==> config.mk <==
export PLATFORM = sky130hd
export DESIGN_NAME = amax_search_unit
export DESIGN_NICKNAME = d
export VERILOG_FILES = /design/src/rtl/amax_pkg.sv /design/src/rtl/amax_abs.sv /design/src/rtl/amax_decide.sv /design/src/rtl/amax_store.sv /design/src/rtl/amax_search_unit.sv
export SDC_FILE = /design/constraint.sdc
export NUM_CORES = 1
export LEC_CHECK = 0
export ABC_AREA = 0
export BUFFER_PORTS_ARGS = -buffer_cell sky130_fd_sc_hd__clkbuf_2
export CAP_MARGIN = 10
export CORE_ASPECT_RATIO = 1.25
export CORE_MARGIN = 8
export CORE_UTILIZATION = 54
export DETAILED_ROUTE_END_ITERATION = 12
export GPL_TIMING_DRIVEN = 1
export PLACE_DENSITY_LB_ADDON = 0.12
export SLEW_MARGIN = 10
export SYNTH_ARGS = -nofsm -noshare
export SYNTH_HDL_FRONTEND = slang
export SYNTH_HIERARCHICAL = 1
export SYNTH_SLANG_ARGS = --single-unit
==> constraint.sdc <==
create_clock -name clk -period 4.25 [get_ports clk]
set_input_delay 0.6375 -clock clk [delete_from_list [all_inputs] [get_ports clk]]
set_output_delay 0.6375 -clock clk [all_outputs]
set_load 0.005 [all_outputs]
==> src/rtl/amax_pkg.sv <==
// Shared types for the running absolute maximum search unit.
// Assumes nothing beyond a synthesizable SystemVerilog flow.
package amax_pkg;

    // Action chosen for the result registers in one cycle.
    typedef enum logic [1:0] {
        ACT_KEEP  = 2'd0,
        ACT_TAKE  = 2'd1,
        ACT_CLEAR = 2'd2
    } amax_act_e;

endpackage

==> src/rtl/amax_abs.sv <==
// Magnitude of a signed two's-complement word.
// SATURATE=1 maps the most negative code to the largest positive code.
// SATURATE=0 returns the plain wrapped negation.
// Purely combinational; assumes W >= 2.
module amax_abs #(
    parameter int W        = 32,
    parameter bit SATURATE = 1'b1
) (
    input  logic [W-1:0] val,
    output logic [W-1:0] mag
);
    localparam logic [W-1:0] MAX_POS = {1'b0, {(W-1){1'b1}}};

    logic          is_neg;
    logic [W-1:0]  negated;
    logic          is_min;

    // Sign, negation and most-negative detection.
    always_comb begin
        is_neg  = val[W-1];
        negated = ~val + {{(W-1){1'b0}}, 1'b1};
        is_min  = is_neg && (val[W-2:0] == '0);
    end

    generate
        if (SATURATE) begin : g_sat
            // Saturating magnitude.
            always_comb begin
                if (!is_neg)     mag = val;
                else if (is_min) mag = MAX_POS;
                else             mag = negated;
            end
        end else begin : g_wrap
            // Wrapping magnitude.
            always_comb begin
                mag = is_neg ? negated : val;
            end
        end
    endgenerate

endmodule

==> src/rtl/amax_decide.sv <==
// Picks the register action for one cycle.
// A clear beats everything.
// A valid candidate is taken only when strictly greater, compared unsigned.
// Purely combinational.
module amax_decide
    import amax_pkg::*;
#(
    parameter int W = 32
) (
    input  logic          clr,
    input  logic          vld,
    input  logic [W-1:0]  cand_mag,
    input  logic [W-1:0]  best_mag,
    output amax_act_e     act
);
    logic wins;

    // Full-width strict comparison and priority selection.
    always_comb begin
        wins = cand_mag > best_mag;
        if (clr)              act = ACT_CLEAR;
        else if (vld && wins) act = ACT_TAKE;
        else                  act = ACT_KEEP;
    end

endmodule

==> src/rtl/amax_store.sv <==
// Result registers: the best magnitude and its index are loaded together.
// Synchronous active-low reset.
module amax_store
    import amax_pkg::*;
#(
    parameter int W  = 32,
    parameter int IW = 8
) (
    input  logic          clk,
    input  logic          rst_n,
    input  amax_act_e     act,
    input  logic [W-1:0]  new_mag,
    input  logic [IW-1:0] new_idx,
    output logic [W-1:0]  mag_q,
    output logic [IW-1:0] idx_q
);
    // Reset, clear, or capture both values in one step.
    always_ff @(posedge clk) begin
        if (!rst_n || act == ACT_CLEAR) begin
            mag_q <= '0;
            idx_q <= '0;
        end else if (act == ACT_TAKE) begin
            mag_q <= new_mag;
            idx_q <= new_idx;
        end
    end

endmodule

==> src/rtl/amax_search_unit.sv <==
// Running absolute maximum search unit.
// Per accepted candidate it does the absolute value, the 32-bit compare,
// and a joint update of the magnitude and index registers.
// Assumes one candidate per cycle at most; loop control lives outside.
module amax_search_unit
    import amax_pkg::*;
#(
    parameter int DATA_W = 32,
    parameter int IDX_W  = 8
) (
    input  logic              clk,
    input  logic              rst_n,
    input  logic              clr,
    input  logic              cand_vld,
    input  logic [DATA_W-1:0] cand,
    input  logic [IDX_W-1:0]  loop_idx,
    output logic [DATA_W-1:0] best_mag,
    output logic [IDX_W-1:0]  best_idx
);
    logic [DATA_W-1:0] cand_mag;
    amax_act_e         act;

    amax_abs #(.W(DATA_W), .SATURATE(1'b1)) u_abs (
        .val (cand),
        .mag (cand_mag)
    );

    amax_decide #(.W(DATA_W)) u_decide (
        .clr      (clr),
        .vld      (cand_vld),
        .cand_mag (cand_mag),
        .best_mag (best_mag),
        .act      (act)
    );

    amax_store #(.W(DATA_W), .IW(IDX_W)) u_store (
        .clk     (clk),
        .rst_n   (rst_n),
        .act     (act),
        .new_mag (cand_mag),
        .new_idx (loop_idx),
        .mag_q   (best_mag),
        .idx_q   (best_idx)
    );

endmodule

* After elaboration in Yosys (flattened, before gate mapping) *
Cells that the tools add are included.

cells by class
  add/subtract/negate cells = 1
  $lt $le $gt $ge = 1
  shift operators = 0
  div/mod/pow operators = 0
  multiply operators = 0
  bitwise gates (word level) = 1
  equal/unequal tests = 2
  reductions and logical operators = 5
  muxes and demuxes = 4

operators by type and width
  operator                 number
  $mux W32                 2
  $add A32 B1 Y32 const B  1
  $gt A32 B32 Y1           1
  $not A32 Y32             1
  $logic_not A31 Y1        1
  $eq A2 B1 Y1 const B     1
  $eq A2 B2 Y1 const B     1
  $logic_and A1 B1 Y1      2
  $mux W2                  1
  $logic_not A1 Y1         1
  $logic_or A1 B1 Y1       1
  $mux W1                  1

word-level totals
  flip-flop bits (word level) = 40
  memories kept = 0
  bits in read-only memories = 0
  output and inout bits = 40
  word-level logic and storage cells = 16
  bits in latches = 0
  bits of input ports = 44
  memory bits (writable) = 0

* Logic depth before layout (Yosys ltp) *
Gate-level depths: netlist of run 1.

  depth in word-level cells = 10
  gate-level depth with buffers = 17
  depth with buffers taken out = 15

* Modules after synthesis *
The synthesis of run 1 kept the hierarchy.

modules (own cells, without submodules)
  module       cells an instance  instances  area each (um^2)  sequential area each (um^2)
  amax_store   179                1          1498.9            800.8
  amax_abs     133                1          923.4             0.0
  amax_decide  113                1          832.0             0.0

* Worst setup path after synthesis of run 1 *
OpenSTA, ideal clock, no wires.

  kind = input port to flip-flop
  start = in cand[0]
  end = reg u_store.idx_q[1]
  setup time = 0.124 ns
  path slack = 0.326 ns
  path buffers = 3
  stages = 17
  arrival time = 3.800 ns
  required time = 4.126 ns
  cells stage by stage = inv_1 ha_1 nor4b_1 nand4_2 or4_1 buf_6 buf_8 nand2_1 ha_1 nand3_1 nand2_1 a21o_1 o41ai_1 a21oi_1 xor2_2 buf_6 o22ai_1

on the way
  longest elaborated chain between the ends = 10
  elaborated cells on any way between the ends = 13
  those cells by class = add/sub (1); order compare (1); eq/ne (2); mux (4); bitwise (1); reduce/logical (4)

RTL lines
  element                                                        RTL line                        source
  start, declared                                                amax_search_unit.sv:15          input logic [DATA_W-1:0] cand,
  $not A32 Y32 / $logic_not A31 Y1 (equally long branches)       amax_abs.sv:21, amax_abs.sv:22
  $add A32 B1 Y32 / $logic_and A1 B1 Y1 (equally long branches)  amax_abs.sv:21, amax_abs.sv:22
  $mux W32 (*)                                                   amax_abs.sv:30                  else if (is_min) mag = MAX_POS;
  $mux W32 (*)                                                   amax_abs.sv:29                  if (!is_neg) mag = val;
  net cand_mag[13]                                               amax_search_unit.sv:20          logic [DATA_W-1:0] cand_mag;
  $gt A32 B32 Y1 (*)                                             amax_decide.sv:20               wins = cand_mag > best_mag;
  $logic_and A1 B1 Y1 (*)                                        amax_decide.sv:22               else if (vld && wins) act = ACT_TAKE;
  $mux W1 (*)                                                    amax_decide.sv:22
  $mux W2 (*)                                                    amax_decide.sv:21               if (clr) act = ACT_CLEAR;
  net act[0]                                                     amax_search_unit.sv:21          amax_act_e act;
  $eq A2 B2 Y1                                                   amax_store.sv:19                if (!rst_n || act == ACT_CLEAR) begin
  $logic_or A1 B1 Y1                                             amax_store.sv:19
  end signal, assigned                                           amax_store.sv:24                idx_q <= new_idx;
  end, declared                                                  amax_store.sv:15                output logic [IW-1:0] idx_q

Mark *: on every way through the listed nets, which the timed path passes. The rest lies on a longest branch.
A chain may end at the register's enable or synchronous reset.

* Worst setup path in the final report of run 1 *
  start = in cand[6]
  end = reg u_store.mag_q[25]

on the way
  longest elaborated chain between the ends = 10
  elaborated cells on any way between the ends = 13
  those cells by class = add/sub (1); order compare (1); eq/ne (2); mux (4); bitwise (1); reduce/logical (4)

RTL lines
  element                                                        RTL line                        source
  $not A32 Y32 / $logic_not A31 Y1 (equally long branches)       amax_abs.sv:21, amax_abs.sv:22
  $add A32 B1 Y32 / $logic_and A1 B1 Y1 (equally long branches)  amax_abs.sv:21, amax_abs.sv:22
  $mux W32 (*)                                                   amax_abs.sv:30
  $mux W32 (*)                                                   amax_abs.sv:29
  net cand_mag[27]                                               amax_search_unit.sv:20
  $gt A32 B32 Y1 (*)                                             amax_decide.sv:20
  $logic_and A1 B1 Y1 (*)                                        amax_decide.sv:22
  $mux W1 (*)                                                    amax_decide.sv:22
  $mux W2 (*)                                                    amax_decide.sv:21
  net act[0]                                                     amax_search_unit.sv:21
  $eq A2 B2 Y1                                                   amax_store.sv:19
  $logic_or A1 B1 Y1                                             amax_store.sv:19
  end signal, assigned                                           amax_store.sv:23                mag_q <= new_mag;
  end, declared                                                  amax_store.sv:14                output logic [W-1:0] mag_q,

Marked as above.

==> reports/metrics.yaml, run 1 <==
outcome: "finished clean"
slew_viol_final: 0
synth_area_leaders: "dfxtp_1, ha_1, nand2_1"
synth_top_area_cell: "dfxtp_1"
fillers: 512
dr.pass1.iters: 4
dieWidth_um: 85.4
vias_per_cell: 5.62
clkLatencyLatePin_ns: 0.29
dp.cells: 594
area_growth_pct: 27.0
place_ws_ns: -0.339
clock_path_buffers: 2
synth_top_area_share_pct: 24.6
nNetsFinal: 614
cts.sinks: 40
power.leakage_nw: 1.81
wirelength_um: 9040
cp-end-kind: "flip-flop"
ir_drop_mv: 0.164
syn_avg_cell_area_um2: 7.66
antenna_cells: 0
initial_core_util_pct: 55.9
coreArea_mm2: 0.00582
rows: 31
finalHoldViolations: 0
hpwl_um: 7150
synth_flop_cell: "dfxtp_1"
die_h_um: 103
grt_overflow: 0
dr_wl_met2_um: 4550
min_path_type: "flip-flop to flip-flop"
synth_common_cells: "nand2_1, dfxtp_1, inv_1, o22ai_1, ha_1"
ant_nets: 0
grt_usage_pct: 20.9
drv_cap: 0
pin_count: 84
p_per_area_mw_per_mm2: 232
place.gp.congestion: 0.901
grt_start_max_net_pins: 42
report.power.total_mw: 0.959
antenna_found_initial: 0
synth_area_mm2: 0.00325
ys_seq_area_share_pct: 24.6
syn-num-nets: 502
routed-via-count: 3396
synth.distinct_cells: 51
rsz0062_at_grt: "no"
drcViolationCount: 0
cts_buffers: 5
grt_pass1_wl_um: 15100
stdcell_count: 604
grt_pass1_vias: 3307
layout_setup_ws_ns: 0.234
async_flop_share_pct: 0
clk_pin_slew_ns: 0.08
drive_gt1_share_pct: 29.4
portBuffers: 83
ys_ff_latch: 40
worst-path-max-fanout: 23
fmax_mhz: 249
timing.final.crit_share_pct: 94.5
cts.htree.levels: 2
whs_ns: 0.468
syn_inst: 425
min_period_ns: 4.02
wl_met1_um: 3810
tightest_slew_ns: 0.732
startpoint_type: "input pin"
die-area_mm2: 0.00878
final_core_util_pct: 71.0
synth_edf_count: 0
wire_per_inst_um: 15.0
setup.worst_path.class: "input pin to flip-flop"
finalInstanceArea_mm2: 0.00413
slew_headroom_pct: 51.2
fin_skew_ns: 0.00588
cts_tree: "done"
top_layer_used: "met4"
dpl_cell_area_mm2: 0.00399
synth.most_common_cell: "nand2_1"
finalSetupTns_ns: 0
drt-initial-drc-count: 146
setup_violations: 0
cp.required_ns: 4.43
root_buffer: "clkbuf_8"
worstPathArrival_ns: 4.19
wl_met3_um: 485
yosysWarningCount: 6
[cells by family after synthesis]
kind of cell	after synthesis	synth area share, %
AND/OR/NAND/NOR	170	26.4
AO/OA/AOI/OAI	99	20.9
buffers and inverters	61	9.03
flip-flops	40	24.6
adder cells (fa/ha/maj)	33	12.7
XOR/XNOR	16	4.54
multiplexers	6	1.85
[final cells by class]
type	instances	area, um^2	share of cell area, %
sequential	40	801	19.4
timing repair buffer	129	811	19.6
multi-input combinational	324	2210	53.5
clock buffer	8	90.1	2.18
inverter	37	139	3.36
tap	66	82.6	2.00
[placed cells by master, fill, tap and decap left out, types with 4 or more instances in the layout]
cell	instances
nand2_1	102
clkbuf_2	83
buf_4	42
dfxtp_1	40
inv_1	37
o22ai_1	37
ha_1	33
a21oi_1	17
nor2_1	12
xor2_1	12
nor3_1	9
nand3_1	9
o21ai_0	9
nand4_1	7
clkbuf_8	6
mux2i_1	6
o31ai_1	6
a21o_1	5
nor4_4	4
o41ai_1	4
buf_12	4
[flip-flops by register name, summed over array words and instances (netlist names)]
signal	flops
u_store/mag_q	32
u_store/idx_q	8
[path summary, 6_finish.rpt]
check / startpoint / to / slack (ns) / depth (start not counted)
setup / recovery: cand[6] / u_store/mag_q[25] / 0.23 / 16
hold / removal: u_store/idx_q[6] / u_store/idx_q[6] / 0.47 / 2
setup reg to reg: u_store/mag_q[25] / u_store/mag_q[25] / 1.78 / 10
hold reg to reg: u_store/idx_q[6] / u_store/idx_q[6] / 0.47 / 2
[metal layers]
metal / track usage (%) / vias to the layer above
met5: 0 / -
met4: 8.38 / 0
met3: 3.91 / 13
met2: 38.0 / 84
met1: 23.4 / 1564
li1: - / 1735
[report_power, final]
part | total (mW) | switching, mW | internal, mW
Sequential | 0.391 | 0.00691 | 0.384
Clock | 0.267 | 0.135 | 0.133
Combinational | 0.301 | 0.166 | 0.134
[worst max-delay path, cell delays in order]
cell and delay [ns]:
clkbuf_2 0.10, nor4_2 0.39, nand3_1 0.23, or3_4 0.42, o31ai_2 0.24, mux2i_1 0.29
ha_1 0.30, nand4_1 0.18, buf_4 0.15, nor2_1 0.04, a221o_1 0.33, nor3_2 0.18
a21oi_2 0.14, xor2_4 0.25, buf_12 0.19, o22ai_1 0.10
[timing repair]
action	CTS	global route
resized for setup	2	4
setup buffers	0	2
setup endpoints to repair	24	40
pin swaps	0	1
hold buffers	0	0
cloned	0	0
Power figures use the tool's default switching activity.
==> run 2, diff against run 1 <==
--- a/config.mk
+++ b/config.mk
@@ -6,10 +6,9 @@
 export NUM_CORES = 1
 export LEC_CHECK = 0
 export ABC_AREA = 0
-export BUFFER_PORTS_ARGS = -buffer_cell sky130_fd_sc_hd__clkbuf_2
+export BUFFER_PORTS_ARGS = -buffer_cell sky130_fd_sc_hd__buf_2
 export CAP_MARGIN = 10
-export CORE_ASPECT_RATIO = 1.25
-export CORE_MARGIN = 8
+export CORE_MARGIN = 4
 export CORE_UTILIZATION = 54
 export DETAILED_ROUTE_END_ITERATION = 12
 export GPL_TIMING_DRIVEN = 1
==> run 2 against run 1 <==
  * Count of clock-buffer cells in the layout shrank 2
  * Clock skew is 0.0028 ns higher
  * Cell count fell by 0.17%
  * Critical path depth grew 1
  * First-iteration DRC count rose by 54%
  * Combinational power fell by 4%
  * Via count rose by 0.47%
  * Core utilization is 2.7 points lower
  * Final area fell by 2.6%
  * Critical path type unchanged
  * Largest cell class unchanged
  * Highest routed layer unchanged
==> reports/metrics.yaml, run 2 (synthesis gave the netlist of run 1 again) <==
outcome: "finished clean"
most-common-layout-cells: "nand2_1, buf_2, dfxtp_1"
min_path_type: "flip-flop to flip-flop"
grt_pass1_wl_um: 14100
cts_tree: "done"
cp.required_ns: 4.43
reg2reg_depth: 10
wire_per_inst_um: 14.2
finalHoldViolations: 0
slew_viol_final: 0
setup.worst_path.class: "input pin to flip-flop"
vias_per_cell: 5.66
drv_cap: 0
drive_gt1_share_pct: 27.7
slew_headroom_pct: 65.9
cts.htree.levels: 2
rows: 28
portBuffers: 83
grt_start_max_net_pins: 50
root_buffer: "clkbuf_8"
clk_pin_slew_ns: 0.07
post_cts_buffers: 0
setup_violations: 0
hpwl_um: 6450
grt_usage_pct: 23.1
grt_pass1_vias: 3213
cts_buffers: 5
ir_drop_mv: 0.132
min_path_cells: 2
place.gp.congestion: 0.864
fin_skew_ns: 0.00870
layout_setup_ws_ns: 0.239
wirelength_um: 8570
top_regs: "u_store/mag_q (32), u_store/idx_q (8)"
startpoint_type: "input pin"
crit_chain: "buf_2 -> nor4_2 -> nand4_2 -> nor4_4 -> buf_4 -> nor2_1 -> mux2i_1 -> ha_1 -> nand4_1 -> buf_4 -> nor2_1 -> a221o_1 -> nor3_1 -> a21oi_2 -> xor2_4 -> buf_12 -> o22ai_1"
nNetsFinal: 605
drt-initial-drc-count: 225
ant_nets: 0
routed-via-count: 3412
antenna_found_initial: 0
finalSetupTns_ns: 0
area_growth_pct: 23.6
critical-path-max-stage-delay_ns: 0.46
cts.sinks: 40
worstPathArrival_ns: 4.19
initial_core_util_pct: 55.3
fmax_mhz: 249
dr.pass1.iters: 4
timing.final.crit_share_pct: 94.4
die_h_um: 85.6
clkLatencyLatePin_ns: 0.30
largest_register_ffs: 32
p_per_area_mw_per_mm2: 230
pin_count: 84
antenna_cells: 0
cp-end-kind: "flip-flop"
place_ws_ns: -0.172
die-area_mm2: 0.00733
crit_slowest_cell: "nor4_4"
dieWidth_um: 85.6
rsz0062_at_grt: "no"
clock_path_buffers: 2
drcViolationCount: 0
min_period_ns: 4.01
grt_overflow: 0
worst-path-max-fanout: 19
power.leakage_nw: 1.76
tightest_slew_ns: 0.512
final_common_cell: "nand2_1"
hold_buffers: 0
coreArea_mm2: 0.00589
largest_register: "u_store/mag_q"
run 2: critical path: cells and delay by family:
family                     cells  cell delay (ns)
and+or+nand+nor                7             1.59
buffers and inverters          4             0.67
AOI/OAI and AO/OA              3             0.57
adders and majority gates      1             0.28
xor gates and xnor gates       1             0.25
muxes                          1             0.19
run 2: stage by stage:
| stage | total power, mW | instance area, um^2 | hold WS [ns] | instances | utilization [%] |
|---|---|---|---|---|---|
| floorplan | 0.578 | 3250 | 0.463 | 425 | - |
| global placement | 0.677 | 3940 | 0.449 | 596 | 66.9 |
| detailed placement | 0.684 | 3940 | 0.459 | 596 | 66.9 |
| CTS | 0.928 | 4010 | 0.470 | 603 | 68.2 |
| global route | 0.980 | 4020 | 0.484 | 603 | 68.3 |
| finish | 0.924 | 4020 | 0.466 | 603 | 68.3 |
run 2: layout make-up:
class                      count  area [um^2]
fill                         509         1860
clock buffer                   6         72.6
timing repair buffer         120          731
sequential                    40          801
inverter                      37          139
clock inverter                 1         5.00
multi-input combinational    324         2180
tap                           75         93.8
run 2: final timing paths:
| path | slack, ns | to | startpoint |
|---|---|---|---|
| hold / removal | 0.47 | u_store/idx_q[5] | u_store/idx_q[5] |
| hold reg to reg | 0.47 | u_store/idx_q[5] | u_store/idx_q[5] |
| setup / recovery | 0.24 | u_store/idx_q[1] | cand[6] |
| setup reg to reg | 1.78 | u_store/idx_q[1] | u_store/mag_q[14] |
run 2: timing repair:
item,in CTS,in global routing
hold endpoints to repair,0,0
endpoints found under the setup margin,0,40
gates resized for setup,0,2
run 2: metal layers:
layer	GRT usage [%]	part of all wire [%]	wire, um	up-vias
met5	0	0	0	-
met4	5.61	1.2	99	0
met3	3.36	5.0	426	9
met2	41.7	51	4330	97
met1	28.7	43	3710	1585
li1	-	-	-	1721
run 2: power breakdown:
group / internal [mW] / switching (mW)
registers: 0.384 / 0.00643
logic: 0.127 / 0.161
clock network: 0.112 / 0.133
